**config.mk**
```make
export PLATFORM = sky130hd
export DESIGN_NAME = fp32_sqrt_unit
export DESIGN_NICKNAME = d
export VERILOG_FILES = /design/src/rtl/fp32_sqrt_pkg.sv /design/src/rtl/fp32_sqrt_root_step.sv /design/src/rtl/fp32_sqrt_ctrl.sv /design/src/rtl/fp32_sqrt_datapath.sv /design/src/rtl/fp32_sqrt_unit.sv
export SDC_FILE = /design/constraint.sdc
export NUM_CORES = 1
export LEC_CHECK = 0
export BUFFER_PORTS_ARGS = -buffer_cell sky130_fd_sc_hd__buf_2
export CAP_MARGIN = 20
export CORE_MARGIN = 2
export CORE_UTILIZATION = 50
export CTS_CLUSTER_DIAMETER = 50
export DETAILED_ROUTE_END_ITERATION = 10
export PLACE_DENSITY = 0.75
export SYNTH_ARGS = -nofsm -noshare
export SYNTH_HDL_FRONTEND = slang
export SYNTH_SLANG_ARGS = --single-unit
```
**constraint.sdc**
```tcl
create_clock -name clk -period 5.67 [get_ports clk]
set_input_delay 1.4175 -clock clk [delete_from_list [all_inputs] [get_ports clk]]
set_output_delay 1.4175 -clock clk [all_outputs]
set_load 0.05 [all_outputs]
```
**src/rtl/fp32_sqrt_pkg.sv**
```systemverilog
package fp32_sqrt_pkg;

  typedef enum logic [1:0] {
    ST_IDLE = 2'd0,
    ST_RUN  = 2'd1,
    ST_DONE = 2'd2
  } sqrtState_t;

  // strobes from the sequencer to the datapath
  typedef struct packed {
    logic load;
    logic step;
  } sqrtStrobe_t;

endpackage

```
**src/rtl/fp32_sqrt_root_step.sv**
```systemverilog
// One non-restoring square-root iteration: consumes a radicand bit pair,
// produces the next partial remainder and one more root bit.
module fp32_sqrt_root_step #(
  parameter int ROOT_W = 24,
  localparam int REM_W = ROOT_W + 3
) (
  input  logic [REM_W-1:0]  remIn,
  input  logic [ROOT_W-1:0] rootIn,
  input  logic [1:0]        bitPair,
  output logic [REM_W-1:0]  remOut,
  output logic [ROOT_W-1:0] rootOut
);

  logic [REM_W-1:0] remShift;
  logic [REM_W-1:0] trialSub;
  logic [REM_W-1:0] trialAdd;

  always_comb begin
    remShift = {remIn[REM_W-3:0], bitPair};
    trialSub = {1'b0, rootIn, 2'b01};
    trialAdd = {1'b0, rootIn, 2'b11};
    if (remIn[REM_W-1]) begin
      remOut = remShift + trialAdd;
    end else begin
      remOut = remShift - trialSub;
    end
    rootOut = {rootIn[ROOT_W-2:0], ~remOut[REM_W-1]};
  end

endmodule

```
**src/rtl/fp32_sqrt_ctrl.sv**
```systemverilog
// Sequencer: accepts a request, runs one root step per cycle, raises the
// result strobe for a single cycle.
module fp32_sqrt_ctrl
  import fp32_sqrt_pkg::*;
#(
  parameter int ROOT_W = 24,
  localparam int CNT_W = $clog2(ROOT_W + 1)
) (
  input  logic        clk,
  input  logic        rstN,
  input  logic        reqValid,
  output logic        reqReady,
  output logic        rspValid,
  output sqrtStrobe_t strobe
);

  localparam logic [CNT_W-1:0] LAST_STEP = CNT_W'(ROOT_W - 1);

  sqrtState_t       stateQ;
  sqrtState_t       stateD;
  logic [CNT_W-1:0] stepCnt;

  always_comb begin
    stateD      = stateQ;
    strobe.load = 1'b0;
    strobe.step = 1'b0;
    unique case (stateQ)
      ST_IDLE: begin
        if (reqValid) begin
          strobe.load = 1'b1;
          stateD      = ST_RUN;
        end
      end
      ST_RUN: begin
        strobe.step = 1'b1;
        if (stepCnt == LAST_STEP) stateD = ST_DONE;
      end
      ST_DONE: stateD = ST_IDLE;
      default: stateD = ST_IDLE;
    endcase
  end

  always_ff @(posedge clk or negedge rstN) begin
    if (!rstN) begin
      stateQ  <= ST_IDLE;
      stepCnt <= '0;
    end else begin
      stateQ <= stateD;
      if (strobe.load)      stepCnt <= '0;
      else if (strobe.step) stepCnt <= stepCnt + 1'b1;
    end
  end

  assign reqReady = (stateQ == ST_IDLE);
  assign rspValid = (stateQ == ST_DONE);

endmodule

```
**src/rtl/fp32_sqrt_datapath.sv**
```systemverilog
// Unpack, exponent parity fix-up, iterative root, repack and special cases.
module fp32_sqrt_datapath
  import fp32_sqrt_pkg::*;
#(
  parameter int EXP_W  = 8,
  parameter int FRAC_W = 23,
  localparam int WORD_W = 1 + EXP_W + FRAC_W,
  localparam int ROOT_W = FRAC_W + 1,
  localparam int RAD_W  = 2 * ROOT_W,
  localparam int REM_W  = ROOT_W + 3,
  localparam int UE_W   = EXP_W + 2,
  localparam int BIAS   = (1 << (EXP_W - 1)) - 1
) (
  input  logic              clk,
  input  logic              rstN,
  input  sqrtStrobe_t       strobe,
  input  logic [WORD_W-1:0] operand,
  output logic [WORD_W-1:0] result
);

  localparam logic [WORD_W-1:0] CANON_QNAN =
    {1'b0, {EXP_W{1'b1}}, 1'b1, {(FRAC_W-1){1'b0}}};
  localparam logic [WORD_W-1:0] POS_INF =
    {1'b0, {EXP_W{1'b1}}, {FRAC_W{1'b0}}};
  localparam logic [WORD_W-1:0] QUIET_BIT =
    {{(EXP_W+1){1'b0}}, 1'b1, {(FRAC_W-1){1'b0}}};

  // operand fields
  logic              opSign;
  logic [EXP_W-1:0]  opExp;
  logic [FRAC_W-1:0] opFrac;
  logic              expZero;
  logic              expOnes;
  logic              fracZero;

  // exponent path
  logic signed [UE_W-1:0] unbiased;
  logic signed [UE_W-1:0] evenExp;
  logic signed [UE_W-1:0] halfExp;
  logic signed [UE_W-1:0] packedExpWide;
  logic                   oddExp;

  // significand path
  logic [ROOT_W:0]   sigAdj;
  logic [RAD_W-1:0]  radicand;

  // special-case decode
  logic              isSpecial;
  logic [WORD_W-1:0] specialWord;

  always_comb begin
    opSign   = operand[WORD_W-1];
    opExp    = operand[WORD_W-2:FRAC_W];
    opFrac   = operand[FRAC_W-1:0];
    expZero  = (opExp == '0);
    expOnes  = (opExp == '1);
    fracZero = (opFrac == '0);

    unbiased      = $signed({2'b00, opExp}) - $signed(UE_W'(BIAS));
    oddExp        = unbiased[0];
    evenExp       = oddExp ? (unbiased - $signed(UE_W'(1))) : unbiased;
    halfExp       = evenExp >>> 1;
    packedExpWide = halfExp + $signed(UE_W'(BIAS));

    sigAdj   = oddExp ? {1'b1, opFrac, 1'b0} : {2'b01, opFrac};
    radicand = {sigAdj, {FRAC_W{1'b0}}};

    isSpecial   = 1'b1;
    specialWord = '0;
    if (expOnes && !fracZero) begin
      specialWord = operand | QUIET_BIT;          // NaN in, quiet NaN out
    end else if (expZero) begin
      specialWord = {opSign, {(WORD_W-1){1'b0}}}; // zero or flushed subnormal
    end else if (opSign) begin
      specialWord = CANON_QNAN;                   // negative nonzero
    end else if (expOnes) begin
      specialWord = POS_INF;
    end else begin
      isSpecial = 1'b0;
    end
  end

  // registered state
  logic [RAD_W-1:0]  radSr;
  logic [REM_W-1:0]  remQ;
  logic [ROOT_W-1:0] rootQ;
  logic [EXP_W-1:0]  expOutQ;
  logic              specialQ;
  logic [WORD_W-1:0] specialWordQ;

  logic [REM_W-1:0]  remNext;
  logic [ROOT_W-1:0] rootNext;

  fp32_sqrt_root_step #(.ROOT_W(ROOT_W)) u_step (
    .remIn  (remQ),
    .rootIn (rootQ),
    .bitPair(radSr[RAD_W-1 -: 2]),
    .remOut (remNext),
    .rootOut(rootNext)
  );

  always_ff @(posedge clk or negedge rstN) begin
    if (!rstN) begin
      radSr        <= '0;
      remQ         <= '0;
      rootQ        <= '0;
      expOutQ      <= '0;
      specialQ     <= 1'b0;
      specialWordQ <= '0;
    end else if (strobe.load) begin
      radSr        <= radicand;
      remQ         <= '0;
      rootQ        <= '0;
      expOutQ      <= packedExpWide[EXP_W-1:0];
      specialQ     <= isSpecial;
      specialWordQ <= specialWord;
    end else if (strobe.step) begin
      radSr <= {radSr[RAD_W-3:0], 2'b00};
      remQ  <= remNext;
      rootQ <= rootNext;
    end
  end

  assign result = specialQ ? specialWordQ
                           : {1'b0, expOutQ, rootQ[FRAC_W-1:0]};

endmodule

```
**src/rtl/fp32_sqrt_unit.sv**
```systemverilog
module fp32_sqrt_unit
  import fp32_sqrt_pkg::*;
#(
  parameter int EXP_W  = 8,
  parameter int FRAC_W = 23,
  localparam int WORD_W = 1 + EXP_W + FRAC_W,
  localparam int ROOT_W = FRAC_W + 1
) (
  input  logic              clk,
  input  logic              rstN,
  input  logic              reqValid,
  output logic              reqReady,
  input  logic [WORD_W-1:0] reqOperand,
  output logic              rspValid,
  output logic [WORD_W-1:0] rspResult
);

  sqrtStrobe_t strobe;

  fp32_sqrt_ctrl #(.ROOT_W(ROOT_W)) u_ctrl (
    .clk     (clk),
    .rstN    (rstN),
    .reqValid(reqValid),
    .reqReady(reqReady),
    .rspValid(rspValid),
    .strobe  (strobe)
  );

  fp32_sqrt_datapath #(.EXP_W(EXP_W), .FRAC_W(FRAC_W)) u_dp (
    .clk    (clk),
    .rstN   (rstN),
    .strobe (strobe),
    .operand(reqOperand),
    .result (rspResult)
  );

endmodule

```
==> flow_summary.yaml <==
cts:
  cts.sinks: 123
  cts_inserted_buffers: 17
  clock_latency_ns: 0.42
  cts_setup_buffers: 0
  root_buffer: "clkbuf_16"
  cts_resized: 0
  cts_hold_buf: 0
  cts_max_path_buffers: 2
  tritoncts: "yes"
  ctsHtreeMaxLevel: 4
  clkTransAtPathRegs_ns: 0.06
synthesis:
  synth_top_family_by_area: "compound AO/OA/AOI/OAI gates"
  synth_top_area_frac: 0.432
  synth_compound_area_frac: 0.187
  synthesis.nets: 805
  ys_async_sr_fraction: 1.00
  ys.flop_type: "dfrtp_1"
  synthSimpleGateAreaFrac: 0.142
  syn_avg_cell_area_um2: 9.62
  yosys_warnings: 0
  synth_edf_count: 0
  ys_seq_area_frac: 0.432
  yosys.area.top_type: "dfrtp_1"
  ys_ff_latch: 123
  syn_area_um2: 7130
  synth_mux_area_frac: 0.0798
  synth_xor_area_frac: 0.0793
  synth_cells: 741
  synthAdderAreaFrac: 0.0509
  synth_cell_type_count: 56
  synth.area.top_cells: "dfrtp_1 (43%), nand2_1 (5.5%), o21ai_0 (5.2%)"
worst_setup_path:
  max_stage_delay_ns: 0.67
  start_kind: "flop"
  crit_family: "flip-flops"
  cp_data_required_time_ns: 4.25
  worstPathCellList: "buf_16 > mux2_2 > buf_2"
  slowest_stage: "dfrtp_1"
  critPathBufInv: 2
  crit_arrival_ns: 1.92
  crit_type: "flop to primary output"
  crit_fanout: 23
  end_kind: "primary output"
route:
  dr.pass1.iters: 5
  highest_layer: "met4"
  drt-met1-wl_um: 7550
  drt_wl_total_um: 17700
  wl_met2_um: 8530
  wl_per_cell_um: 17.9
  dr_wl_met3_um: 1070
  vias_per_cell: 6.00
  vias: 5913
  first_iter_violations: 381
  drc: 0
  postRouteAntennaNets: 0
timing:
  setup_viol: 0
  min_period_ns: 3.33
  post-route-period-util: 0.588
  fin_skew_ns: 0.00847
  fin_setup_tns_ns: 0
  slew_headroom: 0.456
  slew_violations: 0
  fmax_mhz: 300
  rsz0062_at_grt: "false"
  holdWs_ns: 0.473
  tightest_slew_ns: 0.813
  finalHoldViolCount: 0
global_route:
  grt_pass1_vias: 5937
  grt_overflow: 0
  grt_pass1_wl_um: 29200
  grt_max_degree: 68
  antenna_found_initial: 0
  grt.total_usage: 0.246
floorplan:
  die_w_um: 123
  io_pins: 69
  die_height_um: 123
  placementRows: 43
  die_area_um2: 15200
  floorplan.initialDensity: 0.514
  fp.coreArea_um2: 13900
layout:
  area_delta_synth_final_pct: 15.7
  diodes: 0
  final_nets: 857
  drive_above_1_share: 0.191
flow_run:
  maxCapViolations: 0
placement:
  gp_congestion: 0.909
  dp_hpwl_um: 12200
  numPortBuffers: 68
status:
  status: "complete, no violations"
min_path:
  hp-class: "flop to flop"
sequential cells by signal, summed over array words and instances, names as in the netlist:
name               cells
u_ctrl.stateQ          2
u_dp.remQ             26
u_dp.specialQ          1
u_dp.specialWordQ     32
u_dp.expOutQ           8
u_dp.radSr            25
u_ctrl.stepCnt         5
u_dp.rootQ            24
worst register-to-register path, stage by stage, from the launching register on:
cell,delay (ns)
dfrtp_1,0.32
buf_4,0.37
xnor2_1,0.21
ha_1,0.28
nor2b_1,0.17
o311ai_1,0.47
a21boi_0,0.25
or3_1,0.37
a21oi_1,0.21
xor2_1,0.16
o21ai_0,0.09
metrics by stage:
stage / cell area [µm²] / setup slack, ns / cells / util
after floorplan: 7130 / 2.55 / 741 / -
after global placement: 7610 / 2.24 / 953 / 0.548
after detailed placement: 7630 / 2.15 / 954 / 0.550
after CTS: 8250 / 2.33 / 986 / 0.595
after global routing: 8250 / 2.26 / 986 / 0.595
final: 8250 / 2.34 / 986 / 0.595
layout make-up:
type / count / area [µm²]
clock buffer: 20 / 457
fill: 1157 / 5630
sequential: 123 / 3080
timing repair buffer: 78 / 438
inverter: 9 / 33.8
clock inverter: 12 / 161
tap: 180 / 225
multi-input combinational: 564 / 3860
synthesized netlist by cell type (all sizes together), types with 12 or more instances:
cell type,n
dfrtp,123
nand2,104
o21ai,77
nor2,46
xnor2,38
clkbuf,32
mux2,31
ha,29
nand3,26
a22o,25
xor2,24
a21oi,23
a221o,22
mux2i,22
buf,13
a21o,12
kinds of logic after synthesis:
group	count (synthesis)
adder cells (fa/ha/maj)	29
AND/OR/NAND/NOR	223
AO/OA/AOI/OAI	196
XOR/XNOR	63
multiplexers	53
flip-flops	123
buffers and inverters	54
layout by cell type, fill, tap and decap left out, drive strengths merged, types with 3 or more instances in the layout:
cell	count
o21a	5
a21o	12
o211ai	6
a31oi	6
nand2b	5
inv	12
clkinvlp	3
nor2b	3
a22o	25
dfrtp	123
a221o	22
a21oi	23
nand2	104
and2	7
and3	5
mux2	31
nand3	26
nor3	5
ha	29
clkbuf	20
nand4	6
xnor2	38
o21ai	77
mux2i	22
or3	4
buf	78
clkinv	3
nor4	6
xor2	24
nor2	46
bufinv	3
metal layers:
layer,GRT usage,vias up
met1,0.320,2886
li1,-,2770
met5,0,-
met2,0.395,213
met3,0.0512,44
met4,0.116,0
path summary, 6_finish.rpt:
| path | start | to | cells past startpoint | slack, ns |
|---|---|---|---|---|
| setup reg to reg | u_dp.remQ[26] | u_dp.remQ[12] | 10 | 2.62 |
| setup / recovery | u_dp.specialQ | rspResult[4] | 3 | 2.34 |
| hold reg to reg | u_dp.specialWordQ[31] | u_dp.specialWordQ[31] | 2 | 0.47 |
| max in group asynchronous | rstN | u_dp.radSr[43] | 2 | 3.64 |
| hold / removal | u_dp.specialWordQ[31] | u_dp.specialWordQ[31] | 2 | 0.47 |
| min in group asynchronous | rstN | u_ctrl.stepCnt[2] | 1 | 1.07 |
Power is not shown: default switching activity piles up to over one toggle a cycle in this logic, so the estimate is an artifact.
